### src/rtl/uart_rb_pkg.sv
package uart_rb_pkg;

  localparam int RB_DW = 8;
  localparam int RB_AW = 4;

  localparam logic [RB_DW-1:0] ENH_KEY    = 8'hBF;
  localparam logic [RB_DW-1:0] INTEN_PROT = 8'hF0;
  localparam logic [RB_DW-1:0] FIFO_PROT  = 8'h30;
  localparam logic [RB_DW-1:0] FIFO_KEEP  = 8'hF1;
  localparam logic [RB_DW-1:0] MODEM_PROT = 8'hE4;
  localparam logic [RB_DW-1:0] MODEM_KEEP = 8'hF6;
  localparam logic [RB_DW-1:0] EXTRA_KEEP = 8'hB7;
  localparam logic [RB_DW-1:0] ALL_KEEP   = 8'hFF;
  localparam logic [RB_DW-1:0] NO_PROT    = 8'h00;

  localparam int RX_CLR_BIT  = 1;
  localparam int TX_CLR_BIT  = 2;
  localparam int SRST_BIT    = 3;
  localparam int ENH_GATE    = 4;
  localparam int OVERLAY_BIT = 2;

  typedef enum logic [4:0] {
    S_NONE, S_HOLD, S_INTEN, S_FIFO, S_LINE, S_MODEM, S_LSTAT, S_MSTAT,
    S_SCRATCH, S_TXCTL, S_TRIG, S_TXLVL, S_RXLVL, S_SRST, S_EXTRA,
    S_DIVLO, S_DIVHI, S_ENH, S_XONA, S_XONB, S_XOFFA, S_XOFFB
  } rb_sel_e;

  typedef struct packed {
    logic [RB_DW-1:0] inten;
    logic [RB_DW-1:0] fifo;
    logic [RB_DW-1:0] line;
    logic [RB_DW-1:0] modem;
    logic [RB_DW-1:0] scratch;
    logic [RB_DW-1:0] txctl;
    logic [RB_DW-1:0] trig;
    logic [RB_DW-1:0] extra;
    logic [RB_DW-1:0] divlo;
    logic [RB_DW-1:0] divhi;
    logic [RB_DW-1:0] enh;
    logic [RB_DW-1:0] xona;
    logic [RB_DW-1:0] xonb;
    logic [RB_DW-1:0] xoffa;
    logic [RB_DW-1:0] xoffb;
  } rb_cfg_t;

  // Merge a write with the old value: locked bits keep the old value
  // unless allow is set; bits outside keep read as zero.
  function automatic logic [RB_DW-1:0] guarded_write(
    input logic [RB_DW-1:0] old_v,
    input logic [RB_DW-1:0] new_v,
    input logic [RB_DW-1:0] prot,
    input logic [RB_DW-1:0] keep,
    input logic             allow
  );
    logic [RB_DW-1:0] merged;
    merged = allow ? new_v : ((new_v & ~prot) | (old_v & prot));
    return merged & keep;
  endfunction

endpackage

### src/rtl/uart_rb_decode.sv
module uart_rb_decode
  import uart_rb_pkg::*;
#(
  parameter int AW = RB_AW,
  parameter int DW = RB_DW
) (
  input  logic [AW-1:0] addr,
  input  logic [DW-1:0] line,
  input  logic          overlay_on,
  output rb_sel_e       sel
);

  logic enh_bank;
  logic div_bank;

  assign enh_bank = (line == ENH_KEY);
  assign div_bank = line[DW-1] && !enh_bank;

  always_comb begin
    sel = S_NONE;
    if (enh_bank) begin
      case (addr)
        4'h2:    sel = S_ENH;
        4'h3:    sel = S_LINE;
        4'h4:    sel = S_XONA;
        4'h5:    sel = S_XONB;
        4'h6:    sel = S_XOFFA;
        4'h7:    sel = S_XOFFB;
        default: sel = S_NONE;
      endcase
    end else if (div_bank) begin
      case (addr)
        4'h0:    sel = S_DIVLO;
        4'h1:    sel = S_DIVHI;
        4'h3:    sel = S_LINE;
        default: sel = S_NONE;
      endcase
    end else begin
      case (addr)
        4'h0:    sel = S_HOLD;
        4'h1:    sel = S_INTEN;
        4'h2:    sel = S_FIFO;
        4'h3:    sel = S_LINE;
        4'h4:    sel = S_MODEM;
        4'h5:    sel = S_LSTAT;
        4'h6:    sel = overlay_on ? S_TXCTL : S_MSTAT;
        4'h7:    sel = overlay_on ? S_TRIG : S_SCRATCH;
        4'h8:    sel = S_TXLVL;
        4'h9:    sel = S_RXLVL;
        4'hE:    sel = S_SRST;
        4'hF:    sel = S_EXTRA;
        default: sel = S_NONE;
      endcase
    end
  end

endmodule

### src/rtl/uart_rb_regs.sv
module uart_rb_regs
  import uart_rb_pkg::*;
#(
  parameter int DW = RB_DW
) (
  input  logic          clk,
  input  logic          rst_n,
  input  rb_sel_e       sel,
  input  logic          wr,
  input  logic [DW-1:0] wdata,
  output rb_cfg_t       cfg,
  output logic          sw_pulse
);

  rb_cfg_t cfg_q;
  logic    allow;
  logic    sw_now;

  assign allow  = cfg_q.enh[ENH_GATE];
  assign sw_now = wr && (sel == S_SRST) && wdata[SRST_BIT];
  assign cfg    = cfg_q;

  always_ff @(posedge clk or negedge rst_n) begin
    if (!rst_n) begin
      cfg_q    <= '0;
      sw_pulse <= 1'b0;
    end else begin
      sw_pulse <= sw_now;
      if (sw_now) begin
        cfg_q <= '0;
      end else if (wr) begin
        case (sel)
          S_INTEN:   cfg_q.inten   <= guarded_write(cfg_q.inten, wdata, INTEN_PROT, ALL_KEEP, allow);
          S_FIFO:    cfg_q.fifo    <= guarded_write(cfg_q.fifo, wdata, FIFO_PROT, FIFO_KEEP, allow);
          S_LINE:    cfg_q.line    <= wdata;
          S_MODEM:   cfg_q.modem   <= guarded_write(cfg_q.modem, wdata, MODEM_PROT, MODEM_KEEP, allow);
          S_SCRATCH: cfg_q.scratch <= wdata;
          S_TXCTL:   cfg_q.txctl   <= wdata;
          S_TRIG:    cfg_q.trig    <= wdata;
          S_EXTRA:   cfg_q.extra   <= guarded_write(cfg_q.extra, wdata, NO_PROT, EXTRA_KEEP, allow);
          S_DIVLO:   cfg_q.divlo   <= wdata;
          S_DIVHI:   cfg_q.divhi   <= wdata;
          S_ENH:     cfg_q.enh     <= wdata;
          S_XONA:    cfg_q.xona    <= wdata;
          S_XONB:    cfg_q.xonb    <= wdata;
          S_XOFFA:   cfg_q.xoffa   <= wdata;
          S_XOFFB:   cfg_q.xoffb   <= wdata;
          default:   ;
        endcase
      end
    end
  end


  property locked_bits_p;
    @(posedge clk) disable iff (!rst_n)
      (!cfg_q.enh[ENH_GATE] && !sw_now) |=>
        ($stable(cfg_q.inten[7:4]) && $stable(cfg_q.modem[7:5]) &&
         $stable(cfg_q.modem[2]) && $stable(cfg_q.fifo[5:4]));
  endproperty
  locked_bits_chk: assert property (locked_bits_p);


  property soft_reset_p;
    @(posedge clk) disable iff (!rst_n)
      sw_now |=> (sw_pulse && cfg_q == '0);
  endproperty
  soft_reset_chk: assert property (soft_reset_p);

endmodule

### src/rtl/uart_rb_holdoff.sv
module uart_rb_holdoff #(
  parameter int HOLD_CYC = 2,
  localparam int CW = $clog2(HOLD_CYC + 1)
) (
  input  logic clk,
  input  logic rst_n,
  input  logic trig,
  output logic pulse,
  output logic busy
);

  logic [CW-1:0] cnt;

  always_ff @(posedge clk or negedge rst_n) begin
    if (!rst_n) begin
      cnt   <= '0;
      pulse <= 1'b0;
    end else begin
      pulse <= trig;
      if (trig)
        cnt <= CW'(HOLD_CYC);
      else if (cnt != '0)
        cnt <= cnt - 1'b1;
    end
  end

  assign busy = (cnt != '0);


  property clr_follows_p;
    @(posedge clk) disable iff (!rst_n) trig |=> pulse;
  endproperty
  clr_follows_chk: assert property (clr_follows_p);


  property window_open_p;
    @(posedge clk) disable iff (!rst_n) trig |=> busy;
  endproperty
  window_open_chk: assert property (window_open_p);

endmodule

### src/rtl/uart_rb_rdmux.sv
module uart_rb_rdmux
  import uart_rb_pkg::*;
#(
  parameter int DW = RB_DW
) (
  input  rb_sel_e       sel,
  input  rb_cfg_t       cfg,
  input  logic [DW-1:0] rx_data,
  input  logic [DW-1:0] st_line,
  input  logic [DW-1:0] st_modem,
  input  logic [DW-1:0] st_intr,
  input  logic [DW-1:0] lvl_tx,
  input  logic [DW-1:0] lvl_rx,
  output logic [DW-1:0] rdata
);

  always_comb begin
    case (sel)
      S_HOLD:    rdata = rx_data;
      S_INTEN:   rdata = cfg.inten;
      S_FIFO:    rdata = st_intr;
      S_LINE:    rdata = cfg.line;
      S_MODEM:   rdata = cfg.modem;
      S_LSTAT:   rdata = st_line;
      S_MSTAT:   rdata = st_modem;
      S_SCRATCH: rdata = cfg.scratch;
      S_TXCTL:   rdata = cfg.txctl;
      S_TRIG:    rdata = cfg.trig;
      S_TXLVL:   rdata = lvl_tx;
      S_RXLVL:   rdata = lvl_rx;
      S_EXTRA:   rdata = cfg.extra;
      S_DIVLO:   rdata = cfg.divlo;
      S_DIVHI:   rdata = cfg.divhi;
      S_ENH:     rdata = cfg.enh;
      S_XONA:    rdata = cfg.xona;
      S_XONB:    rdata = cfg.xonb;
      S_XOFFA:   rdata = cfg.xoffa;
      S_XOFFB:   rdata = cfg.xoffb;
      default:   rdata = '0;
    endcase
  end

endmodule

### src/rtl/uart_regbank.sv
module uart_regbank
  import uart_rb_pkg::*;
#(
  parameter int HOLD_CYC = 2
) (
  input  logic             clk,
  input  logic             rst_n,
  input  logic [RB_AW-1:0] bus_addr,
  input  logic             bus_wr,
  input  logic             bus_rd,
  input  logic [RB_DW-1:0] bus_wdata,
  output logic [RB_DW-1:0] bus_rdata,
  input  logic [RB_DW-1:0] rx_data,
  input  logic [RB_DW-1:0] st_line,
  input  logic [RB_DW-1:0] st_modem,
  input  logic [RB_DW-1:0] st_intr,
  input  logic [RB_DW-1:0] lvl_tx,
  input  logic [RB_DW-1:0] lvl_rx,
  output logic             thr_push,
  output logic [RB_DW-1:0] thr_data,
  output logic             rhr_pop,
  output logic             rx_fifo_clr,
  output logic             tx_fifo_clr,
  output logic             core_sw_rst,
  output logic [RB_DW-1:0] cfg_int_en,
  output logic [RB_DW-1:0] cfg_fifo_ctl,
  output logic [RB_DW-1:0] cfg_line,
  output logic [RB_DW-1:0] cfg_modem,
  output logic [2*RB_DW-1:0] cfg_divisor,
  output logic [RB_DW-1:0] cfg_enh,
  output logic [RB_DW-1:0] cfg_xon_a,
  output logic [RB_DW-1:0] cfg_xon_b,
  output logic [RB_DW-1:0] cfg_xoff_a,
  output logic [RB_DW-1:0] cfg_xoff_b,
  output logic [RB_DW-1:0] cfg_tx_ctl,
  output logic [RB_DW-1:0] cfg_trig,
  output logic [RB_DW-1:0] cfg_extra
);

  localparam int NCH = 2; // channel 0 receive, channel 1 transmit

  rb_sel_e        sel;
  rb_cfg_t        cfg;
  logic           overlay_on;
  logic           fifo_we;
  logic [NCH-1:0] clr_trig;
  logic [NCH-1:0] clr_pulse;
  logic [NCH-1:0] hold_busy;

  assign overlay_on = cfg.modem[OVERLAY_BIT] && cfg.enh[ENH_GATE];

  uart_rb_decode #(.AW(RB_AW), .DW(RB_DW)) u_dec (
    .addr       (bus_addr),
    .line       (cfg.line),
    .overlay_on (overlay_on),
    .sel        (sel)
  );

  uart_rb_regs #(.DW(RB_DW)) u_regs (
    .clk      (clk),
    .rst_n    (rst_n),
    .sel      (sel),
    .wr       (bus_wr),
    .wdata    (bus_wdata),
    .cfg      (cfg),
    .sw_pulse (core_sw_rst)
  );

  assign fifo_we     = bus_wr && (sel == S_FIFO);
  assign clr_trig[0] = fifo_we && bus_wdata[RX_CLR_BIT];
  assign clr_trig[1] = fifo_we && bus_wdata[TX_CLR_BIT];

  for (genvar ch = 0; ch < NCH; ch++) begin : g_hold
    uart_rb_holdoff #(.HOLD_CYC(HOLD_CYC)) u_hold (
      .clk   (clk),
      .rst_n (rst_n),
      .trig  (clr_trig[ch]),
      .pulse (clr_pulse[ch]),
      .busy  (hold_busy[ch])
    );
  end

  assign rx_fifo_clr = clr_pulse[0];
  assign tx_fifo_clr = clr_pulse[1];
  assign rhr_pop     = bus_rd && (sel == S_HOLD) && !hold_busy[0];
  assign thr_push    = bus_wr && (sel == S_HOLD) && !hold_busy[1];
  assign thr_data    = bus_wdata;

  uart_rb_rdmux #(.DW(RB_DW)) u_rd (
    .sel      (sel),
    .cfg      (cfg),
    .rx_data  (rx_data),
    .st_line  (st_line),
    .st_modem (st_modem),
    .st_intr  (st_intr),
    .lvl_tx   (lvl_tx),
    .lvl_rx   (lvl_rx),
    .rdata    (bus_rdata)
  );

  assign cfg_int_en   = cfg.inten;
  assign cfg_fifo_ctl = cfg.fifo;
  assign cfg_line     = cfg.line;
  assign cfg_modem    = cfg.modem;
  assign cfg_divisor  = {cfg.divhi, cfg.divlo};
  assign cfg_enh      = cfg.enh;
  assign cfg_xon_a    = cfg.xona;
  assign cfg_xon_b    = cfg.xonb;
  assign cfg_xoff_a   = cfg.xoffa;
  assign cfg_xoff_b   = cfg.xoffb;
  assign cfg_tx_ctl   = cfg.txctl;
  assign cfg_trig     = cfg.trig;
  assign cfg_extra    = cfg.extra;


  property push_general_p;
    @(posedge clk) disable iff (!rst_n) thr_push |-> !cfg_line[RB_DW-1];
  endproperty
  push_general_chk: assert property (push_general_p);


  property no_pop_on_clr_p;
    @(posedge clk) disable iff (!rst_n) rx_fifo_clr |-> !rhr_pop;
  endproperty
  no_pop_on_clr_chk: assert property (no_pop_on_clr_p);


  property no_push_on_clr_p;
    @(posedge clk) disable iff (!rst_n) tx_fifo_clr |-> !thr_push;
  endproperty
  no_push_on_clr_chk: assert property (no_push_on_clr_p);

endmodule

### config.mk
export PLATFORM = sky130hd
export DESIGN_NAME = uart_regbank
export DESIGN_NICKNAME = d
export VERILOG_FILES = /design/src/rtl/uart_rb_pkg.sv /design/src/rtl/uart_rb_decode.sv /design/src/rtl/uart_rb_regs.sv /design/src/rtl/uart_rb_holdoff.sv /design/src/rtl/uart_rb_rdmux.sv /design/src/rtl/uart_regbank.sv
export SDC_FILE = /design/constraint.sdc
export NUM_CORES = 1
export LEC_CHECK = 0
export ABC_AREA = 1
export BUFFER_PORTS_ARGS = -buffer_cell sky130_fd_sc_hd__buf_2
export CAP_MARGIN = 20
export CORE_MARGIN = 1.5
export CORE_UTILIZATION = 54
export DETAILED_ROUTE_END_ITERATION = 12
export PLACE_DENSITY = 0.88
export SETUP_SLACK_MARGIN = 0.15
export SYNTH_ARGS = -nofsm -noshare
export SYNTH_HDL_FRONTEND = slang
export SYNTH_SLANG_ARGS = --single-unit
export TNS_END_PERCENT = 50
### constraint.sdc
create_clock -name clk -period 3.2 [get_ports clk]
set_input_delay 0.48 -clock clk [delete_from_list [all_inputs] [get_ports clk]]
set_output_delay 0.48 -clock clk [all_outputs]
set_load 0.01 [all_outputs]
==> qor.txt <==
syn_area_per_cell = 6.94 sq um
LEAKAGE = 5.53 nW
total track usage = 0.380
sequential fraction of the synthesis area = 0.384
Post-Synth Simple-Gate Area = 0.401
Synth Register Bits = 120
asr flop ratio synth = 1.00
area taken by multi-input logic gates = 3900 sq um
Overall Power = 5.67 mW
power density cells = 597 nW/um^2
via count of the first global-routing pass = 7585
Req. time, crit path = 2.72 ns
pin count of the biggest net entering global routing = 54
Post-Synth Adder-Cell Area = 0.00320
worst r2r src = u_regs.cfg[102]
final instance area = 9500 sq um
CTS Buffer Depth = 2
GR Overflow Total = 0
Warnings, synthesis = 0
Post-Synthesis Cells = 1126
TritonCTS clock tree = done
drt total wl = 28.0 mm
critical path type = reg -> out
Fill cells = 1188
initial antenna violation count = 0
Max-Cap Viols = 0
TritonCTS buffer count = 17
Final WS setup = 0.0647 ns
share of post-route cells with drive strength above 1 = 0.322
synth-to-layout area growth = 21.5%
Initial Util = 0.559
final setup fails = 0
IO Pins = 197
Max Fclk = 319 MHz
Synth cell types = 33
Reg-to-Reg End = u_regs.cfg[54]
final hold violations = 0
Setup TNS Final = 0 ns
pin slew with the least headroom to its limit = 0.721 ns
minimum clock period = 3.14 ns
number of synthesized flops with an enable pin = 0
top_reg_cell synth = dfrtp_1
Slew headroom = 0.519
RSZ-0062 raised after global routing = yes
row count = 43
VDD IR max = 0.000391 V
Mapped Area = 7820 sq um
detailed placement HPWL = 20.5 mm
Worst Setup End Kind = output port
Core ar. = 14000 sq um
Critical Path AT = 2.66 ns
vias per std cell = 5.55
die area = 15200 sq um
Synth area leaders = dfrtp_1 38%, nand2_1 25%, buf_4 12%
Synth Area in Compound Gates = 0.0421
Final Slew Violations = 0
R2R setup slack = 0.29 ns
Synth area leader = dfrtp_1
multiplexer share of the synthesized area = 0
diode count = 0
Clk pin slew, worst setup/hold paths = 0.06 ns
Port Buffers = 189
CTS Root Cell = clkbuf_16
worst r2r path cells = 17
status = finished, final reports clean
register area = 3000 sq um
largest family of logic cells by synthesized area = simple AND/OR/NAND/NOR gates
H-Tree Level Count = 4
CP Launch Type = register
vias = 8068
gpl congestion = 1.01
drt wl/cell = 19.3 um
area share of the largest cell type after synthesis = 0.384
top-count cell post-synth = nand2_1
Crit. Startpoint = u_regs.cfg[102]
drt initial violations = 922
Place WS = -0.108 ns
path type of the worst min-delay path = in -> async
CTS Sinks = 120
clock skew = 0.00915 ns
Period Utilization, post-route = 0.980
final layout net count = 1328
Post-synth top cells = 521 x nand2_1, 124 x buf_4, 120 x dfrtp_1
die height = 123 um
global-route wire length before repair = 42.1 mm
CP max FO = 6
Placed Area = 8310 sq um
post-route ant nets = 0
WHS = 0.0832 ns
Die W = 123 um
clock latency on the worst-skew pair = 0.43 ns
DR pass1 iterations = 5
drt drc = 0
XOR/XNOR share of the synthesized area = 0.00112
## cells by family after synthesis
group | Yosys count
AO/OA/AOI/OAI | 40
XOR/XNOR | 1
adder cells (fa/ha/maj) | 2
buffers and inverters | 215
flip-flops | 120
other | 1
AND/OR/NAND/NOR | 747
## state kept, by name (all words and copies together) (netlist names)
name,count
u_regs.cfg,113
g_hold.u_hold.pulse,2
u_regs.sw_pulse,1
g_hold.u_hold.cnt,4
## per-stage QoR
step,instances,util
2_1_floorplan,1132,-
5_1_grt,1454,0.679
3_5_place_dp,1400,0.594
3_3_place_gp,1399,0.594
6_report,1454,0.679
4_1_cts,1448,0.665
## how the worst max path moves through the flow
stage | to | cells after the start
2_1_floorplan | bus_rdata[6] | 12
5_1_grt | bus_rdata[5] | 15
6_report | bus_rdata[7] | 15
3_3_place_gp | bus_rdata[2] | 18
4_1_cts | bus_rdata[7] | 17
3_5_place_dp | bus_rdata[2] | 18
## repair_timing
action,4_1_cts,5_1_grt
resized for setup,77,38
hold endpoints to repair,0,0
pin swaps,27,23
setup endpoints to repair,10,37
hold buffers,0,0
setup buffers,17,6
## placed cells by master (no fill, tap or decap), types with 17 or more instances in the layout
master       n
nand2_1    496
buf_2      188
dfrtp_1    119
nor2_1      65
nand3_1     54
buf_4       53
inv_1       52
nand4_1     32
nand2_2     27
nor2_4      20
clkbuf_16   17
## worst max-delay path: stages (launching register included)
cell,delay (ns)
dfrtp_1,0.40
inv_2,0.07
nand2_2,0.05
nor2_4,0.17
nand2_4,0.12
nand3_2,0.13
nand2_2,0.12
inv_2,0.12
nand4_1,0.20
nor2_2,0.18
buf_4,0.17
nand2_1,0.06
nand4_1,0.15
nor2_1,0.07
nand2_1,0.08
buf_2,0.13
## power by group
| part | total [mW] | switching, mW | internal, mW |
|---|---|---|---|
| Combinational | 1.61 | 0.992 | 0.620 |
| Clock | 1.90 | 0.685 | 1.22 |
| Sequential | 2.16 | 0.308 | 1.85 |
| Total | 5.67 | 1.98 | 3.69 |
## layout make-up
cell class              instances  share of cell area
multi-input cells             797               0.411
flip-flops and latches        120               0.316
repair buffers                254               0.159
clock buffers                  23              0.0514
inverters                      72              0.0290
well taps                     180              0.0237
clock inverters                 8              0.0100
## layer usage
layer | routed length, um | track usage | vias to the layer above
met2 | 12600 | 0.587 | 556
met1 | 10800 | 0.502 | 3722
met5 | 0 | 0 | -
met3 | 3190 | 0.0909 | 116
met4 | 1460 | 0.193 | 0
li1 | - | - | 3674
(Power assumes the default switching activity.)
